$ cat config.mk
export PLATFORM = sky130hd
export DESIGN_NAME = alu16_core
export DESIGN_NICKNAME = d
export VERILOG_FILES = /design/src/rtl/alu16_pkg.sv /design/src/rtl/alu_addsub.sv /design/src/rtl/alu_shift1.sv /design/src/rtl/alu_flags.sv /design/src/rtl/alu16_core.sv
export SDC_FILE = /design/constraint.sdc
export NUM_CORES = 1
export LEC_CHECK = 0
export CAP_MARGIN = 10
export CORE_ASPECT_RATIO = 1.75
export CORE_MARGIN = 1.5
export CORE_UTILIZATION = 50
export CTS_BUF_LIST = sky130_fd_sc_hd__clkbuf_4
export CTS_CLUSTER_SIZE = 40
export DETAILED_ROUTE_END_ITERATION = 12
export PLACE_DENSITY = 0.83
export RECOVER_POWER = 100
export SLEW_MARGIN = 20
export SYNTH_ARGS = -nofsm -noshare
export SYNTH_HDL_FRONTEND = slang
export SYNTH_SLANG_ARGS = --single-unit
$ cat constraint.sdc
create_clock -name clk -period 27.5 [get_ports clk]
set_clock_uncertainty 0.15 [all_clocks]
set_input_delay 8.25 -clock clk [delete_from_list [all_inputs] [get_ports clk]]
set_output_delay 8.25 -clock clk [all_outputs]
set_load 0.02 [all_outputs]
$ cat src/rtl/alu16_pkg.sv
package alu16_pkg;

  typedef enum logic [3:0] {
    OP_ADD  = 4'd0,
    OP_SUB  = 4'd1,
    OP_ADDC = 4'd2,
    OP_SUBC = 4'd3,
    OP_OR   = 4'd4,
    OP_AND  = 4'd5,
    OP_NOT  = 4'd6,
    OP_XOR  = 4'd7,
    OP_ROL  = 4'd8,
    OP_ROR  = 4'd9,
    OP_ASL  = 4'd10,
    OP_ANDC = 4'd11
  } alu_op_e;

  // one-bit full adder: returns {carry_out, sum}
  function automatic logic [1:0] full_add(input logic x, input logic y, input logic ci);
    logic s;
    logic co;
    s  = x ^ y ^ ci;
    co = (x & y) | (ci & (x ^ y));
    return {co, s};
  endfunction

  function automatic logic op_sets_carry(input alu_op_e op);
    return (op == OP_ADD) || (op == OP_SUB) || (op == OP_ADDC) || (op == OP_SUBC) ||
           (op == OP_ROL) || (op == OP_ROR) || (op == OP_ASL);
  endfunction

endpackage

$ cat src/rtl/alu_addsub.sv
module alu_addsub #(
  parameter int W = 16
) (
  input  logic [W-1:0] a,
  input  logic [W-1:0] b,
  input  logic         invert_b,
  input  logic         cin,
  output logic [W-1:0] sum,
  output logic         cout,
  output logic [W-1:0] xor_bits
);
  import alu16_pkg::*;

  logic [W-1:0] b_x;
  logic [W:0]   cy;

  // shared inversion stage: also the source of the XOR result
  assign b_x      = b ^ {W{invert_b}};
  assign xor_bits = a ^ b_x;
  assign cy[0]    = cin;

  for (genvar i = 0; i < W; i++) begin : g_ripple
    assign {cy[i+1], sum[i]} = full_add(a[i], b_x[i], cy[i]);
  end

  assign cout = cy[W];
endmodule

$ cat src/rtl/alu_shift1.sv
module alu_shift1 #(
  parameter int W = 16
) (
  input  alu16_pkg::alu_op_e op,
  input  logic [W-1:0]       a,
  input  logic               cin,
  output logic [W-1:0]       res,
  output logic               cout
);
  import alu16_pkg::*;

  always_comb begin
    case (op)
      OP_ROL: begin
        res  = {a[W-2:0], cin};
        cout = a[W-1];
      end
      OP_ROR: begin
        res  = {cin, a[W-1:1]};
        cout = a[0];
      end
      default: begin
        res  = {a[W-2:0], 1'b0};
        cout = a[W-1];
      end
    endcase
  end
endmodule

$ cat src/rtl/alu_flags.sv
module alu_flags #(
  parameter int W = 16
) (
  input  logic         clk,
  input  logic         rst_n,
  input  logic [W-1:0] res,
  input  logic         c_next,
  input  logic         c_upd,
  output logic         c_q,
  output logic         z_q,
  output logic         n_q
);
  logic armed_q;

  always_ff @(posedge clk or negedge rst_n) begin
    if (!rst_n) begin
      c_q     <= 1'b0;
      z_q     <= 1'b0;
      n_q     <= 1'b0;
      armed_q <= 1'b0;
    end else begin
      if (c_upd) c_q <= c_next;
      z_q     <= (res == '0);
      n_q     <= res[W-1];
      armed_q <= 1'b1;
    end
  end

  assert_zero_flag_R11: assert property (@(posedge clk) disable iff (!rst_n)
    armed_q |-> (z_q == ($past(res) == '0)));

  assert_neg_flag_R11: assert property (@(posedge clk) disable iff (!rst_n)
    armed_q |-> (n_q == $past(res[W-1])));

  assert_carry_hold_R11: assert property (@(posedge clk) disable iff (!rst_n)
    (armed_q && !$past(c_upd)) |-> (c_q == $past(c_q)));

  assert_reset_clear_R12: assert property (@(posedge clk)
    !rst_n |=> (!c_q && !z_q && !n_q));
endmodule

$ cat src/rtl/alu16_core.sv
module alu16_core #(
  parameter int W = 16
) (
  input  logic         clk,
  input  logic         rst_n,
  input  logic [3:0]   op_sel,
  input  logic [W-1:0] src_a,
  input  logic [W-1:0] src_b,
  input  logic         carry_in,
  output logic [W-1:0] alu_out,
  output logic         c_flag,
  output logic         z_flag,
  output logic         n_flag
);
  import alu16_pkg::*;

  alu_op_e      op;
  logic         is_sub;
  logic         add_cin;
  logic [W-1:0] add_sum;
  logic         add_co;
  logic [W-1:0] xor_bits;
  logic [W-1:0] sh_res;
  logic         sh_co;
  logic         c_next;
  logic         c_upd;

  assign op     = alu_op_e'(op_sel);
  assign is_sub = (op == OP_SUB) || (op == OP_SUBC);

  always_comb begin
    case (op)
      OP_SUB:           add_cin = 1'b1;
      OP_ADDC, OP_SUBC: add_cin = carry_in;
      default:          add_cin = 1'b0;
    endcase
  end

  alu_addsub #(.W(W)) u_addsub (
    .a        (src_a),
    .b        (src_b),
    .invert_b (is_sub),
    .cin      (add_cin),
    .sum      (add_sum),
    .cout     (add_co),
    .xor_bits (xor_bits)
  );

  alu_shift1 #(.W(W)) u_shift (
    .op   (op),
    .a    (src_a),
    .cin  (carry_in),
    .res  (sh_res),
    .cout (sh_co)
  );

  always_comb begin
    case (op)
      OP_ADD, OP_SUB, OP_ADDC, OP_SUBC: alu_out = add_sum;
      OP_OR:                            alu_out = src_a | src_b;
      OP_AND:                           alu_out = src_a & src_b;
      OP_NOT:                           alu_out = ~src_a;
      OP_XOR:                           alu_out = xor_bits;
      OP_ROL, OP_ROR, OP_ASL:           alu_out = sh_res;
      OP_ANDC:                          alu_out = src_a & {W{carry_in}};
      default:                          alu_out = '0;
    endcase
  end

  assign c_upd  = op_sets_carry(op);
  assign c_next = (op == OP_ROL || op == OP_ROR || op == OP_ASL) ? sh_co : add_co;

  alu_flags #(.W(W)) u_flags (
    .clk    (clk),
    .rst_n  (rst_n),
    .res    (alu_out),
    .c_next (c_next),
    .c_upd  (c_upd),
    .c_q    (c_flag),
    .z_q    (z_flag),
    .n_q    (n_flag)
  );

  assert_xor_share_R4: assert property (@(posedge clk) disable iff (!rst_n)
    (op == OP_XOR) |-> (alu_out == (src_a ^ src_b)));

  assert_no_borrow_R3: assert property (@(posedge clk) disable iff (!rst_n)
    (op == OP_SUB) |-> (add_co == (src_a >= src_b)));

  assert_rol_bits_R6: assert property (@(posedge clk) disable iff (!rst_n)
    (op == OP_ROL) |-> ($countones({sh_co, alu_out}) == $countones({src_a, carry_in})));

  assert_ror_bits_R7: assert property (@(posedge clk) disable iff (!rst_n)
    (op == OP_ROR) |-> ($countones({alu_out, sh_co}) == $countones({carry_in, src_a})));

  assert_andc_mask_R9: assert property (@(posedge clk) disable iff (!rst_n)
    (op == OP_ANDC) |-> (alu_out == (carry_in ? src_a : '0)));

  assert_unassigned_zero_R10: assert property (@(posedge clk) disable iff (!rst_n)
    (op_sel >= 4'd12) |-> (alu_out == '0));
endmodule

==> impl_metrics.yaml, run 1 <==
outcome:
  outcome: "finished clean"
floorplan:
  fp-row-count: 30
  fp.dieH_um: 87.7
  die_w_um: 51.4
  io_pins: 58
  dieArea_um2: 4510
  coreArea_um2: 3900
  start_util_pct: 52.5
clock_network:
  numCtsBuffers: 3
  clkSlewWorstSetupHoldPaths_ns: 0.04
  cts_buffer_depth: 2
  cts.sinks: 3
  htreeDepth: 1
  clockRootBuffer: "clkbuf_4"
  cts_tree: "built"
  cts_resized: 0
  worstSkewPairLatency_ns: 0.24
  holdBufCountCts: 0
  post-cts-setup-buffer-count: 0
sta:
  period_share_pct: 95.1
  relSlewSlack_pct: 30.7
  rsz0062_at_grt: "no"
  max_slew.worst_pin.slew_ns: 1.04
  fmax_mhz: 38.3
  fin_crit_ns: 26.14
  maxSlewViolCount: 0
  hold_ws_ns: 0.491
  fin_tns_setup_ns: 0
  layout_setup_ws_ns: 1.36
  hold_violations: 0
  setup_viol: 0
final_layout:
  antenna_cells: 0
  multi_input_area_um2: 1870
  seqCellArea_um2: 75.1
  drive_gt1_share_pct: 2.85
  num-fill-cells: 357
  postLayoutCoreUtil_pct: 68.1
  syn_to_final_growth_pct: 29.6
  final_cell_count_no_fill: 364
  fin_area_um2: 2660
  nets: 388
place:
  dp_hpwl_mm: 4.77
  routabilityCongestion: 0.866
  placed_cell_area_um2: 2630
  dp.cells: 360
  pre_cts_slack_ns: 1.51
  io_buffers: 57
yosys:
  synthCells: 272
  synth_common_cells: "nor2b_1 (30), nor2_1 (28), nand2_1 (19)"
  synth_top_area_cell: "fa_1"
  netlist_top_cells_area: "fa_1 (16%), ha_1 (9.8%), nor2b_1 (9.2%)"
  synthFlopType: "dfrtp_1"
  synth.distinct_cells: 42
  synth_edf_count: 0
  syn_nets: 343
  synth.most_common_cell: "nor2b_1"
  synth-seq-cells: 3
  avgSynthCellArea_um2: 7.54
  synthArstFlopShare_pct: 100
  syn_area_um2: 2050
  yosysWarnings: 0
  ys_seq_area_share_pct: 3.66
  yosysTopAreaCellShare_pct: 15.6
worst_setup_path:
  critPathSlowestCell: "nor2_1"
  crit_buf_inv: 3
  path_delay_family: "adder cells"
  crit_start: "op_sel[2]"
  start_kind: "input port"
  crit_fanout: 17
  required_ns: 19.10
  reg2reg_from: "u_flags.c_q"
  cp.arrival_ns: 17.74
  crit_chain: "dlygate4sd3_1, nor2_1, and2_0, xor2_1, fa_1, fa_1, fa_1, fa_1, fa_1, fa_1, fa_1, fa_1, fa_1, fa_1, fa_1, fa_1, fa_1, inv_1, fa_1, fa_1, fa_1, o31ai_1, or4_1, dlygate4sd3_1"
  end_kind: "primary output"
  setup.worst_path.class: "input port to primary output"
  cpPeakStageDelay_ns: 0.77
  cp_common_cell: "fa_1"
route:
  first_pass_iters: 4
  antenna_left: 0
  wl_per_cell_um: 17.2
  maxUsedRoutingLayer: "met4"
  met1_length_mm: 2.35
  via_per_inst: 6.15
  dr_wl_met3_um: 356
  wl_met2_mm: 3.40
  finalWirelength_mm: 6.27
  drtIter0Drc: 73
  remaining_drc_errors: 0
  vias: 2238
pwr:
  cellLeakagePower_nw: 1.11
  vdd_ir_drop_max_v: 0.0000176
  powerDensity_nw_per_um2: 26.0
  total_power_mw: 0.0690
grt:
  grt_pass1_wl_mm: 10.1
  grt-ovfl-total: 0
  antenna_found_initial: 0
  grt_pass1_vias: 2208
  grt_use_total_pct: 28.8
  grt_max_degree: 45
job:
  max_cap_viol_count: 0
hold_path:
  min_from: "u_flags.c_q"
  hold_path_class: "flip-flop to flip-flop"
registers in the layout (all words and copies together) (netlist names):
signal       count
u_flags.c_q      1
u_flags.z_q      1
u_flags.n_q      1
power by group:
group	total, mW	internal [mW]	switching [mW]
clock network	0.00937	0.00646	0.00291
registers	0.00515	0.00491	0.000241
logic	0.0545	0.0244	0.0301
per-layer routing:
metal  up-vias  GRT usage (%)
met5         -              0
met4         0           11.0
met3        20           3.41
met2       118           54.2
met1      1057           31.8
li1       1043              -
cell usage in the layout (no fill, tap or decap), types with 2 or more instances in the layout:
master	n
fa_1	16
nor3_1	8
nor3b_1	6
a21oi_1	18
dfrtp_1	3
o211ai_1	2
or3_1	3
o21ai_0	15
dlygate4sd3_1	20
mux2i_1	16
or4_1	9
buf_4	3
nor4_1	2
nand2b_1	3
a211o_1	7
inv_1	9
nor2b_1	30
nor2_1	28
o31ai_1	2
nand2_1	19
ha_1	16
o311ai_0	6
clkdlybuf4s50_1	37
clkbuf_4	4
xor2_1	16
cell type report:
class | instances | area share (%)
Clock buffer | 4 | 1.13
Inverter | 9 | 1.27
Multi-Input combinational cell | 240 | 70.2
Sequential cell | 3 | 2.82
Tap cell | 48 | 2.26
Timing Repair Buffer | 60 | 22.3
cells by family after synthesis:
group / count (synthesis) / share of synthesized area [%]
compound gates: 59 / 19.2
xor+xnor: 16 / 6.83
fa+ha+maj: 32 / 25.4
buf+inv: 29 / 6.10
flops: 3 / 3.66
mux: 16 / 7.81
simple gates: 117 / 31.1
worst min-delay path, cell delays in order, from the launching register on:
cell and delay (ns):
dfrtp_1 0.39, nor2b_1 0.13, a221oi_1 0.07
path summary, 6_finish.rpt:
check / slack, ns / to / cells past startpoint
max in group asynchronous: 18.94 / u_flags.n_q / 1
min in group asynchronous: 8.11 / u_flags.z_q / 1
worst max register to register: 26.26 / u_flags.c_q / 4
worst max-delay path: 1.36 / alu_out[15] / 24
worst min register to register: 0.49 / u_flags.c_q / 2
worst min-delay path: 0.49 / u_flags.c_q / 2
Note: power is estimated with default switching activity, not from simulation.
==> run 2, diff against run 1 <==
- CORE_UTILIZATION: 50 -> 46
- PLACE_DENSITY: 0.83 -> 0.81
- REMOVE_ABC_BUFFERS: unset -> 1
- clock period: 27.5 -> 23.5 ns (I/O delays scaled with it)
==> impl_metrics.yaml, run 2 (synthesized netlist as in run 1, its figures left out) <==
outcome:
  outcome: "finished, violations left"
  violations: "max-capacitance violations, max-slew violations"
job:
  max_cap_viol_count: 1
grt:
  grt_pass1_wl_mm: 10.2
  antenna_found_initial: 0
  grt-ovfl-total: 0
  grt_use_total_pct: 27.1
  grt_max_degree: 43
  grt_pass1_vias: 2264
worst_setup_path:
  required_ns: 16.30
  path_delay_family: "adder cells"
  cpPeakStageDelay_ns: 0.82
  crit_chain: "dlygate4sd3_1, nor2b_1, o21a_1, fa_1, fa_1, fa_1, fa_1, fa_1, fa_1, fa_1, fa_1, fa_1, fa_1, fa_1, fa_1, fa_1, inv_1, fa_1, fa_1, fa_1, o31ai_1, or4_1, dlygate4sd3_1"
  cp_common_cell: "fa_1"
  cp.arrival_ns: 15.86
  setup.worst_path.class: "input port to primary output"
  critPathSlowestCell: "dlygate4sd3_1"
  crit_start: "op_sel[1]"
  reg2reg_from: "u_flags.c_q"
  crit_cells: 23
  crit_fanout: 14
  r2r_cells: 4
  crit_buf_inv: 3
  start_kind: "input port"
  end_kind: "primary output"
route:
  vias: 2315
  finalWirelength_mm: 6.44
  drtIter0Drc: 89
  via_per_inst: 6.22
  wl_per_cell_um: 17.3
  remaining_drc_errors: 0
  antenna_left: 0
  first_pass_iters: 4
clock_network:
  cts_resized: 0
  post-cts-setup-buffer-count: 0
  worstSkewPairLatency_ns: 0.23
  cts_buffer_depth: 2
  holdBufCountCts: 0
  cts_tree: "built"
  htreeDepth: 1
  clockRootBuffer: "clkbuf_4"
  cts.sinks: 3
  numCtsBuffers: 3
  clkSlewWorstSetupHoldPaths_ns: 0.04
floorplan:
  die_w_um: 53.5
  start_util_pct: 47.4
  fp.dieH_um: 91.3
  coreArea_um2: 4320
  io_pins: 58
  fp-row-count: 32
  dieArea_um2: 4880
final_layout:
  drive_gt1_share_pct: 4.05
  antenna_cells: 0
  nets: 393
  final_common_cell: "clkdlybuf4s50_1"
  postLayoutCoreUtil_pct: 62.1
  syn_to_final_growth_pct: 31.0
  top_regs: "u_flags.c_q: 1 flops, u_flags.n_q: 1 flops, u_flags.z_q: 1 flops"
  layout_common_cells: "clkdlybuf4s50_1 (37), nor2b_1 (30), nor2_1 (28), dlygate4sd3_1 (20), nand2_1 (19)"
sta:
  period_share_pct: 98.1
  maxSlewViolCount: 43
  fin_tns_setup_ns: 0
  max_slew.worst_pin.slew_ns: 1.69
  setup_viol: 0
  rsz0062_at_grt: "no"
  fin_crit_ns: 23.06
  hold_violations: 0
  relSlewSlack_pct: -12.8
  fmax_mhz: 43.4
pwr:
  cellLeakagePower_nw: 1.13
  powerDensity_nw_per_um2: 30.0
  vdd_ir_drop_max_v: 0.0000235
hold_path:
  hold_path_class: "flip-flop to flip-flop"
  min_from: "u_flags.c_q"
  worstHoldPathCells: 2
place:
  io_buffers: 57
  routabilityCongestion: 0.922
  dp_hpwl_mm: 4.88
==> run 2: cell types whose count changed in the layout (fill, tap and decap cells not counted), sizes merged <==
cell,previous run,this run
clkbuf,4,5
buf,3,7
==> run 2: worst paths after layout <==
kind                               end  slack [ns]
min                        u_flags.c_q        0.48
max reg2reg                u_flags.c_q       22.28
min reg2reg                u_flags.c_q        0.48
min in group asynchronous  u_flags.c_q        6.93
max in group asynchronous  u_flags.n_q       16.12
max                        alu_out[15]        0.44
==> run 2: metal layers <==
layer  GRT usage, %  routed length (um)  share of wire, %  vias up
met4           11.3                 197               3.1        0
met1           30.7                2320                36     1104
met3           2.14                 353               5.5       27
met5              0                   0                 0        -
li1               -                   -                 -     1059
met2           49.0                3570                55      125
==> run 2: power breakdown <==
group | internal (mW) | leakage (nW) | switching, mW
Combinational | 0.0292 | 1.07 | 0.0354
Sequential | 0.00575 | 0.0378 | 0.000262
Clock | 0.00751 | 0.0184 | 0.00261
Total | 0.0424 | 1.13 | 0.0382
==> run 2: worst register-to-register path, stage by stage, from the launching register on <==
cell and delay (ns):
dfrtp_1 0.36, nand2_1 0.06, o211ai_1 0.12, o31ai_1 0.11, a221oi_1 0.31
==> run 2: final cells by class <==
class | instances | area (um2)
fillers | 392 | 1640
repair buffers | 65 | 627
multi-input cells | 240 | 1860
flip-flops and latches | 3 | 75.1
clock buffers | 4 | 30.0
well taps | 51 | 63.8
inverters | 9 | 33.8
==> run 2: metrics by stage <==
step | cells | hold WS, ns | power (mW) | instance area (um2) | worst slack, ns
floorplan | 252 | 0.516 | 0.0411 | 1960 | 1.19
global placement | 368 | 0.460 | 0.0699 | 2660 | 0.830
detailed placement | 368 | 0.462 | 0.0720 | 2660 | 0.596
CTS | 372 | 0.480 | 0.0825 | 2690 | 0.592
global route | 372 | 0.534 | 0.0876 | 2690 | 0.159
finish | 372 | 0.475 | 0.0807 | 2690 | 0.441
